$ cat config.mk
export PLATFORM = sky130hd
export DESIGN_NAME = pll_pwrup_seq
export DESIGN_NICKNAME = d
export VERILOG_FILES = /design/src/rtl/pll_pwrup_seq.sv
export SDC_FILE = /design/constraint.sdc
export NUM_CORES = 1
export LEC_CHECK = 0
export BUFFER_PORTS_ARGS = -buffer_cell sky130_fd_sc_hd__buf_2
export CAP_MARGIN = 15
export CORE_ASPECT_RATIO = 1.5
export CORE_UTILIZATION = 65
export CTS_BUF_LIST = sky130_fd_sc_hd__clkbuf_4
export CTS_CLUSTER_DIAMETER = 120
export CTS_CLUSTER_SIZE = 8
export DETAILED_ROUTE_END_ITERATION = 7
export MAX_ROUTING_LAYER = met4
export PLACE_DENSITY = 0.84
export REMOVE_ABC_BUFFERS = 1
export SLEW_MARGIN = 25
export SYNTH_ARGS = -nofsm -noshare
export SYNTH_HDL_FRONTEND = slang
export SYNTH_SLANG_ARGS = --single-unit
$ cat constraint.sdc
create_clock -name clk -period 4.25 [get_ports clk]
set_clock_uncertainty 0.2 [all_clocks]
set_input_delay 0.425 -clock clk [delete_from_list [all_inputs] [get_ports clk]]
set_output_delay 0.425 -clock clk [all_outputs]
set_load 0.05 [all_outputs]
$ cat src/rtl/pll_pwrup_seq.sv
module pll_pwrup_seq #(
  parameter int TICKS_PER_US = 19,
  parameter int BYPASS_US    = 10,
  parameter int SETTLE_US    = 200,
  parameter int MAX_POLLS    = 200
) (
  input  logic       clk,
  input  logic       rst_n,
  input  logic       en_req,
  input  logic       pll_lock,
  output logic [3:0] mode_o,
  output logic       done_o,
  output logic       timeout_o,
  output logic       early_lock_o
);
  localparam int US_CYC  = TICKS_PER_US;
  localparam int BYP_CYC = BYPASS_US * TICKS_PER_US;
  localparam int SET_CYC = SETTLE_US * TICKS_PER_US;
  localparam int LONGEST = (SET_CYC > BYP_CYC) ? SET_CYC : BYP_CYC;
  localparam int CW      = $clog2(LONGEST + 1);
  localparam int PW      = $clog2(MAX_POLLS + 1);

  typedef enum logic [2:0] {S_OFF, S_BYP, S_SETTLE, S_POLL, S_CONFIRM, S_ON, S_FAIL} st_t;

  st_t           st;
  logic [CW-1:0] cnt;
  logic [PW-1:0] pcnt;
  logic [3:0]    mode_q;
  logic          tmo_q, early_q;

  wire us_end = (cnt == CW'(US_CYC - 1));

  always_ff @(posedge clk or negedge rst_n) begin
    if (!rst_n) begin
      st      <= S_OFF;
      cnt     <= '0;
      pcnt    <= '0;
      mode_q  <= 4'b0000;
      tmo_q   <= 1'b0;
      early_q <= 1'b0;
    end else begin
      case (st)
        S_OFF: if (en_req) begin
          st      <= S_BYP;
          mode_q  <= 4'b1010;
          cnt     <= '0;
          tmo_q   <= 1'b0;
          early_q <= 1'b0;
        end
        S_BYP: if (cnt == CW'(BYP_CYC - 1)) begin
          st        <= S_SETTLE;
          mode_q[2] <= 1'b1;
          cnt       <= '0;
        end else cnt <= cnt + 1'b1;
        S_SETTLE: if (cnt == CW'(SET_CYC - 1)) begin
          st   <= S_POLL;
          cnt  <= '0;
          pcnt <= '0;
        end else cnt <= cnt + 1'b1;
        S_POLL: if (us_end) begin
          cnt  <= '0;
          pcnt <= pcnt + 1'b1;
          if (pll_lock) st <= S_CONFIRM;
          else if (pcnt == PW'(MAX_POLLS - 1)) begin
            st    <= S_FAIL;
            tmo_q <= 1'b1;
          end
        end else cnt <= cnt + 1'b1;
        S_CONFIRM: if (us_end) begin
          cnt <= '0;
          if (pll_lock) begin
            st        <= S_ON;
            mode_q[0] <= 1'b1;
          end else begin
            early_q <= 1'b1;
            if (pcnt == PW'(MAX_POLLS)) begin
              st    <= S_FAIL;
              tmo_q <= 1'b1;
            end else st <= S_POLL;
          end
        end else cnt <= cnt + 1'b1;
        S_ON, S_FAIL: if (!en_req) begin
          st     <= S_OFF;
          mode_q <= 4'b0000;
        end
        default: st <= S_OFF;
      endcase
    end
  end

  assign mode_o       = mode_q;
  assign done_o       = (st == S_ON);
  assign timeout_o    = tmo_q;
  assign early_lock_o = early_q;

  wire busy = (st == S_BYP) || (st == S_SETTLE) || (st == S_POLL) || (st == S_CONFIRM);

  p_out_last_r6: assert property (@(posedge clk) disable iff (!rst_n)
    mode_o[0] |-> (mode_o[1] && mode_o[2]));

  p_done_full_r6: assert property (@(posedge clk) disable iff (!rst_n)
    done_o |-> (mode_o == 4'b1111));

  p_bypass_first_r2: assert property (@(posedge clk) disable iff (!rst_n)
    $rose(mode_o[2]) |-> ($past(mode_o[1]) && mode_o[1]));

  p_tmo_no_out_r4: assert property (@(posedge clk) disable iff (!rst_n)
    timeout_o |-> !mode_o[0]);

  p_onestep_off_r7: assert property (@(posedge clk) disable iff (!rst_n)
    ((done_o || timeout_o) && !busy && st != S_OFF && !en_req) |=> (mode_o == 4'b0000 && !done_o));

  p_deferred_r9: assert property (@(posedge clk) disable iff (!rst_n)
    busy |=> (st != S_OFF));

  p_poll_bound_r4: assert property (@(posedge clk) disable iff (!rst_n)
    (st == S_POLL) |-> (pcnt < PW'(MAX_POLLS)));
endmodule

==> results of run 1 <==
final cells by class:
cell class / count / area (sq um) / share of cell area
Clock buffer: 3 / 22.5 / 0.0116
Multi-Input combinational cell: 161 / 1040 / 0.535
Timing Repair Buffer: 12 / 67.6 / 0.0347
Sequential cell: 28 / 701 / 0.360
Inverter: 10 / 37.5 / 0.0193
Tap cell: 37 / 46.3 / 0.0238
Clock inverter: 1 / 30.0 / 0.0154
flip-flops by register name (all words and copies together), names as in the netlist:
| register | flops |
|---|---|
| mode_o | 3 |
| pcnt | 8 |
| timeout_o | 1 |
| early_lock_o | 1 |
| cnt | 12 |
| st | 3 |
cells in the mapped netlist (4+ instances only):
cell | n | share of area
o21ai_0 | 16 | 0.044
nor3_1 | 6 | 0.016
nand2_1 | 14 | 0.029
dfrtp_1 | 28 | 0.38
nand2b_1 | 6 | 0.021
a31oi_1 | 6 | 0.021
a21oi_1 | 14 | 0.038
nor2_1 | 22 | 0.045
inv_1 | 10 | 0.021
nand3b_1 | 5 | 0.021
ha_1 | 5 | 0.034
xor2_1 | 4 | 0.019
nand3_1 | 9 | 0.025
and3_1 | 7 | 0.024
where the power goes:
part	internal [uW]	switching (uW)
combinational	182	298
sequential	329	111
clock	95.6	80.1
total	607	488
worst register-to-register path, delay by kind of cell, from the launching register on:
family | cells | cell delay (ps)
and+or+nand+nor | 5 | 1090
DFF | 1 | 460
xor gates and xnor gates | 1 | 150
adders and majority gates | 1 | 130
buffers and inverters | 1 | 90
layer usage:
metal / up-vias / GRT usage
met1: 758 / 0.327
met5: - / -
li1: 761 / -
met2: 59 / 0.543
met3: 14 / 0.0379
met4: 0 / 0.163
path summary, 6_finish.rpt:
kind	endpoint	cells after the start
max	done_o	3
min	mode_o[0]$_DFFE_PN0P_	3
max reg2reg	pcnt[5]$_DFFE_PN0P_	8
min reg2reg	timeout_o$_DFFE_PN0P_	1
max in group asynchronous	cnt[7]$_DFFE_PN0P_	2
min in group asynchronous	early_lock_o$_DFFE_PN0P_	2
cells in the final DEF, fill, tap and decap left out, types with 2 or more instances in the layout:
cell / netlist / final
o21ai_0: 16 / 16
ha_1: 5 / 5
nor3_1: 6 / 6
nor2_1: 22 / 22
nand4_1: 3 / 3
nor3b_2: 2 / 2
and3_1: 7 / 7
a21oi_1: 14 / 14
o21a_1: 2 / 2
and2_1: 2 / 2
nand3_1: 9 / 9
o221a_2: 2 / 2
nand2_1: 14 / 14
and2b_1: 2 / 2
dfrtp_1: 28 / 28
nand3b_1: 5 / 5
buf_2: 2 / 10
clkbuf_4: 0 / 3
mux2_2: 2 / 2
nand2b_1: 6 / 6
xor2_1: 4 / 4
xnor2_1: 3 / 3
inv_1: 10 / 10
a31oi_1: 6 / 6
a22o_1: 3 / 3
kinds of logic after synthesis:
logic type	count (synthesis)	share of synthesized area
AOI/OAI and AO/OA	56	0.205
adders and majority gates	5	0.0342
DFF	28	0.384
and+or+nand+nor	91	0.284
buffers and inverters	19	0.0473
xor gates and xnor gates	7	0.0336
muxes	2	0.0123
timing repair:
item | 4_1_cts | 5_1_grt
setup endpoints to repair | 0 | 0
endpoints found under the hold margin | 28 | 0
hold buffers | 1 | 0
through the flow:
stage | instances | total power [uW]
after detailed placement | 247 | 923
after floorplan | 199 | 793
after global placement | 247 | 899
after global routing | 252 | 1180
after CTS | 252 | 1100
final | 252 | 1100
==> metrics.cfg, run 1 <==
[detailed_routing]
vias=1592
post_drt_wl_per_cell_um=15.3
highest_layer=met4
drt-total-wl_um=3850
wl_met1_um=1520
drt_iter0_markers=59
wl_met3_um=153
route.met2.wl_um=2070
drc=0
firstDrtPassIters=4
ant_nets=0
routed_via_density=6.32

[timing]
hold_viol=0
rsz0062_at_grt=no
worst_slack_ps=2000
drv_slew=0
max_freq_ghz=0.444
holdWs_ps=189
setup_tns_ps=0
setup_viol=0
fin_crit_ps=2250
worstMarginPinSlew_ps=621
relSlewSlack=0.586
fin_crit_sh=0.530

[worst_setup_path]
path_cells=nand2b_1, nor2_1, buf_2
crit_path_max_incr_delay_ps=610
slowest_stage=dfrtp_1
critical_path_buf_inv_count=1
crit_arrival_ps=1630
path_max_fanout=18
crit_path_start=st[1]$_DFFE_PN0P_
crit_type=reg -> out
cp.required_ps=3620
timing.rr.start=cnt[0]$_DFFE_PN0P_
end_kind=primary output
reg2reg_slack_ps=2030
cp-start-kind=flip-flop
critical_path.top_delay_family=flip-flops

[clock_tree]
clk_latency_ps=340
postCtsSetupRepairBufs=0
cts_tree=yes
htree_levels=1
root_buffer=clkbuf_4
cts_made_buffers=3
clk_pin_slew_ps=150
clock-sinks=28
cts_resized=0
max-clock-path-buffers=2

[grt]
grt_pass1_vias=1611
grt_pass1_wl_um=6670
antenna_found_initial=0
grt-ovfl-total=0
grt_util_all_layers=0.310
grt_max_degree=29

[synth]
synth_flop_cell=dfrtp_1
synth-seq-cells=28
async_flop_share=1.00
synthDistinctLibCells=55
avgSynthCellArea_sq_um=8.78
synth_area_sq_um=1830
synth_warnings=0
synth_edf_count=0
netlist_instances=208
seq_area_frac_synth=0.384

[pwr]
cellPowerDensity_nw_per_um2=564
p_leak_uw=0.000851
vdd_drop_max_uv=441

[floorplanning]
start_util=0.683
core_sq_um=2680
num_io_pins=11
dieWidth_um=45.3
die_h_um=66.9
rows=23
design.die.area_sq_um=3030

[placement]
dp_hpwl_um=2800
io_buffers=10
gp_congestion=0.919
dpl_cell_area_sq_um=1880
dp_slack_ps=2030

[outcome]
outcome=finished, final reports clean

[finish]
design_area_sq_um=1940
syn_to_final_growth_pct=6.44
nets=225
fillers=205
final_util=0.727
diodes=0
drive_above_1_share=0.140

[hold_path]
hold_path.class=in -> reg
hp-start=pll_lock

[flow_run]
cap_violations=0

Power figures use the tool's default switching activity.
==> inputs of run 2 (changes only) <==
--- a/config.mk
+++ b/config.mk
@@ -5,16 +5,17 @@
 export SDC_FILE = /design/constraint.sdc
 export NUM_CORES = 1
 export LEC_CHECK = 0
+export ABC_AREA = 1
 export BUFFER_PORTS_ARGS = -buffer_cell sky130_fd_sc_hd__buf_2
 export CAP_MARGIN = 15
 export CORE_ASPECT_RATIO = 1.5
-export CORE_UTILIZATION = 65
+export CORE_UTILIZATION = 63
 export CTS_BUF_LIST = sky130_fd_sc_hd__clkbuf_4
 export CTS_CLUSTER_DIAMETER = 120
 export CTS_CLUSTER_SIZE = 8
 export DETAILED_ROUTE_END_ITERATION = 7
 export MAX_ROUTING_LAYER = met4
-export PLACE_DENSITY = 0.84
+export PLACE_DENSITY = 0.82
 export REMOVE_ABC_BUFFERS = 1
 export SLEW_MARGIN = 25
 export SYNTH_ARGS = -nofsm -noshare
==> constraint.sdc (replaced) <==
create_clock -name clk -period 2.3 [get_ports clk]
set_clock_uncertainty 0.2 [all_clocks]
set_input_delay 0.23 -clock clk [delete_from_list [all_inputs] [get_ports clk]]
set_output_delay 0.23 -clock clk [all_outputs]
set_load 0.05 [all_outputs]
==> run 2 against run 1 <==
Against the previous run:
- routed wire length up 1.1%
- worst hold slack worse by 110 ps
- highest routed layer unchanged
- core utilization down 0.54 points
- sequential share of layout area down 0.12 points
- synthesized cell count up 23%
- cell area up 0.32%
- final cell count up 22%
==> metrics.cfg, run 2 <==
[timing]
setup_viol=0  ; unchanged
max_freq_ghz=0.510
rsz0062_at_grt=no
setup_tns_ps=0  ; unchanged
fin_crit_ps=1960
holdWs_ps=77.9  ; -111 ps
relSlewSlack=0.582  ; -0.00377
hold_viol=0  ; unchanged
fin_crit_sh=0.853
worstMarginPinSlew_ps=627  ; +5.65 ps
drv_slew=0  ; unchanged

[finish]
final_util=0.721  ; -0.00542
design_area_sq_um=1950  ; +0.32%
final-seq-area_sq_um=701  ; unchanged
diodes=0  ; unchanged
fillers=249  ; +21%
instances_no_fill=307  ; +22%
multi_input_area_sq_um=963  ; -7.3%
final_common_cell=nand2_1
largest-register=cnt
reg_top3=cnt (12), pcnt (8)
largest_reg_flops=12  ; unchanged
final_cell_mix=nand2_1 (66), nor2_1 (37), dfrtp_1 (28), inv_1 (23), nand3_1 (20)
nets=280  ; +24%
drive_above_1_share=0.141  ; +0.00121
syn_to_final_growth_pct=8.41

[hold_path]
hold_path_depth=3  ; unchanged
hp-start=pll_lock
hold_path.class=in -> reg
worstHoldEndpoint=mode_o[0]$_DFFE_PN0P_

[worst_setup_path]
reg2reg_depth=11  ; +3
timing.rr.end=st[1]$_DFFE_PN0P_
critical_path_buf_inv_count=2  ; +1
crit_path_max_incr_delay_ps=430  ; -180 ps
path_max_fanout=7  ; -11
path_common_cell=nand2_1
timing.rr.start=cnt[0]$_DFFE_PN0P_
crit_arrival_ps=2000  ; +370 ps
reg2reg_slack_ps=340  ; -1690 ps
cp-start-kind=flip-flop
slowest_stage=dfrtp_1
critical_path.top_delay_family=simple AND/OR/NAND/NOR gates
path_cells=inv_1, ha_1, nand2_1, nor2_1, nand3_1, nand2_1, inv_2, nor2_4, nand2_1, nand2_1, nand2_1
crit_type=reg -> reg
end_kind=flip-flop
cp.required_ps=2340  ; -1280 ps

[grt]
grt-ovfl-total=0  ; unchanged
grt_max_degree=29  ; unchanged
grt_pass1_wl_um=6660  ; -0.21%
grt_pass1_vias=1646  ; +2.2%
grt_util_all_layers=0.305  ; -0.00455
antenna_found_initial=0  ; unchanged

[placement]
dpl.cell_count=302  ; +22%
dpl_cell_area_sq_um=1890  ; +0.33%
dp_hpwl_um=3050  ; +9.1%
io_buffers=10  ; unchanged
gp_congestion=0.951  ; +3.5%

[detailed_routing]
post_drt_wl_per_cell_um=12.7  ; -17%
drt_iter0_markers=55  ; -6.8%
routed_via_density=5.48  ; -13%
vias=1683  ; +5.7%
drc=0  ; unchanged
firstDrtPassIters=4  ; unchanged
drt-total-wl_um=3890  ; +1.1%
ant_nets=0  ; unchanged

[synth]
avgSynthCellArea_sq_um=7.03  ; -20%
ys_top_cells_by_area=dfrtp_1 (39%), nand2_1 (14%), nor2_1 (7.7%)
synth-seq-cells=28  ; unchanged
netlist_instances=256  ; +23%
synth_area_sq_um=1800  ; -1.5%
synth_warnings=0  ; unchanged
synth_common_cells=nand2_1 (66), nor2_1 (37), dfrtp_1 (28)
yosys.area.top_type=dfrtp_1
synth_flop_cell=dfrtp_1
synthDistinctLibCells=28  ; -49%
seq_area_frac_synth=0.389  ; +0.00587
async_flop_share=1.00  ; unchanged
synth_edf_count=0  ; unchanged
synth_most_common_cell=nand2_1
synth_top_area_frac=0.389  ; +0.00587

[clock_tree]
max-clock-path-buffers=2  ; unchanged
cts_tree=yes
clk_pin_slew_ps=160  ; about the same
clk_latency_ps=340  ; about the same
clock-sinks=28  ; unchanged
root_buffer=clkbuf_4
htree_levels=1  ; unchanged
cts_made_buffers=3  ; unchanged

[floorplanning]
num_io_pins=11  ; unchanged
core_sq_um=2710  ; +1.1%
design.die.area_sq_um=3080  ; +1.6%
dieWidth_um=45.6  ; +0.77%
die_h_um=67.5  ; +0.78%
start_util=0.665  ; -0.0174
rows=23  ; unchanged

[outcome]
outcome=finished, final reports clean

[pwr]
p_switching_uw=895  ; +83%
p_int_uw=983  ; +62%
p_leak_uw=0.000941  ; +10%
vdd_drop_max_uv=832  ; +89%
cellPowerDensity_nw_per_um2=963  ; +71%
pwr-share-comb=0.488  ; +0.050
swShare=0.477  ; +0.0309
p_clk_frac=0.174  ; +0.014
seqPwrFrac=0.338  ; -0.064

[flow_run]
cap_violations=0  ; unchanged

[run 2: logic make-up (layout without fill, tap and decap cells)]
family | after synthesis | in the layout | share of synthesized area
AND/OR/NAND/NOR | 149 | 149 | 0.368
buffers and inverters | 35 | 49 | 0.0751
AO/OA/AOI/OAI | 32 | 32 | 0.0987
flip-flops | 28 | 28 | 0.389
XOR/XNOR | 7 | 7 | 0.0341
adder cells (fa/ha/maj) | 5 | 5 | 0.0348
[run 2: tightest hold or removal path: stages]
cell and delay, ps:
buf_2 130, nand2_1 110, o21ai_0 100
[run 2: routing by layer]
| metal | wire, um | vias up | GRT usage |
|---|---|---|---|
| li1 | - | 847 | - |
| met1 | 1630 | 780 | 0.335 |
| met5 | 0 | - | - |
| met3 | 156 | 11 | 0.0294 |
| met2 | 2010 | 45 | 0.532 |
| met4 | 94 | 0 | 0.148 |
[run 2: area by class of cell]
| class | instances | share of cell area |
|---|---|---|
| flip-flops and latches | 28 | 0.359 |
| multi-input cells | 193 | 0.494 |
| well taps | 37 | 0.0237 |
| clock inverters | 1 | 0.0154 |
| clock buffers | 3 | 0.0115 |
| inverters | 34 | 0.0654 |
| repair buffers | 11 | 0.0308 |
[run 2: power groups by stage]
stage | Sequential, uW | Combinational, uW | Clock [uW]
after global routing | 649 | 1030 | 354
final | 635 | 917 | 327
after floorplan | 736 | 605 | 0
after detailed placement | 644 | 905 | 0
after global placement | 642 | 898 | 0
after CTS | 634 | 915 | 330
[run 2: worst max path at each step]
stage,from,end,slack (ps),cells after the start
finish,cnt[0]$_DFFE_PN0P_,st[1]$_DFFE_PN0P_,340,11
global route,cnt[0]$_DFFE_PN0P_,st[1]$_DFFE_PN0P_,80,11
CTS,cnt[0]$_DFFE_PN0P_,cnt[2]$_DFFE_PN0P_,320,9
detailed placement,cnt[0]$_DFFE_PN0P_,cnt[3]$_DFFE_PN0P_,380,9
global placement,cnt[0]$_DFFE_PN0P_,cnt[4]$_DFFE_PN0P_,420,9
floorplan,st[2]$_DFFE_PN0P_,done_o,250,2
[run 2: repair_timing]
action | in CTS | in global routing
hold buffers | 1 | 0
endpoints found under the hold margin | 28 | 0
buffers inserted | 0 | 0
endpoints found under the setup margin | 0 | 0
resized for setup | 0 | 0
[run 2: through the flow]
stage,total power (uW),setup slack [ps]
6_report,1880,337
5_1_grt,2040,83.6
4_1_cts,1880,321
3_5_place_dp,1550,382
3_3_place_gp,1540,423
2_1_floorplan,1340,251
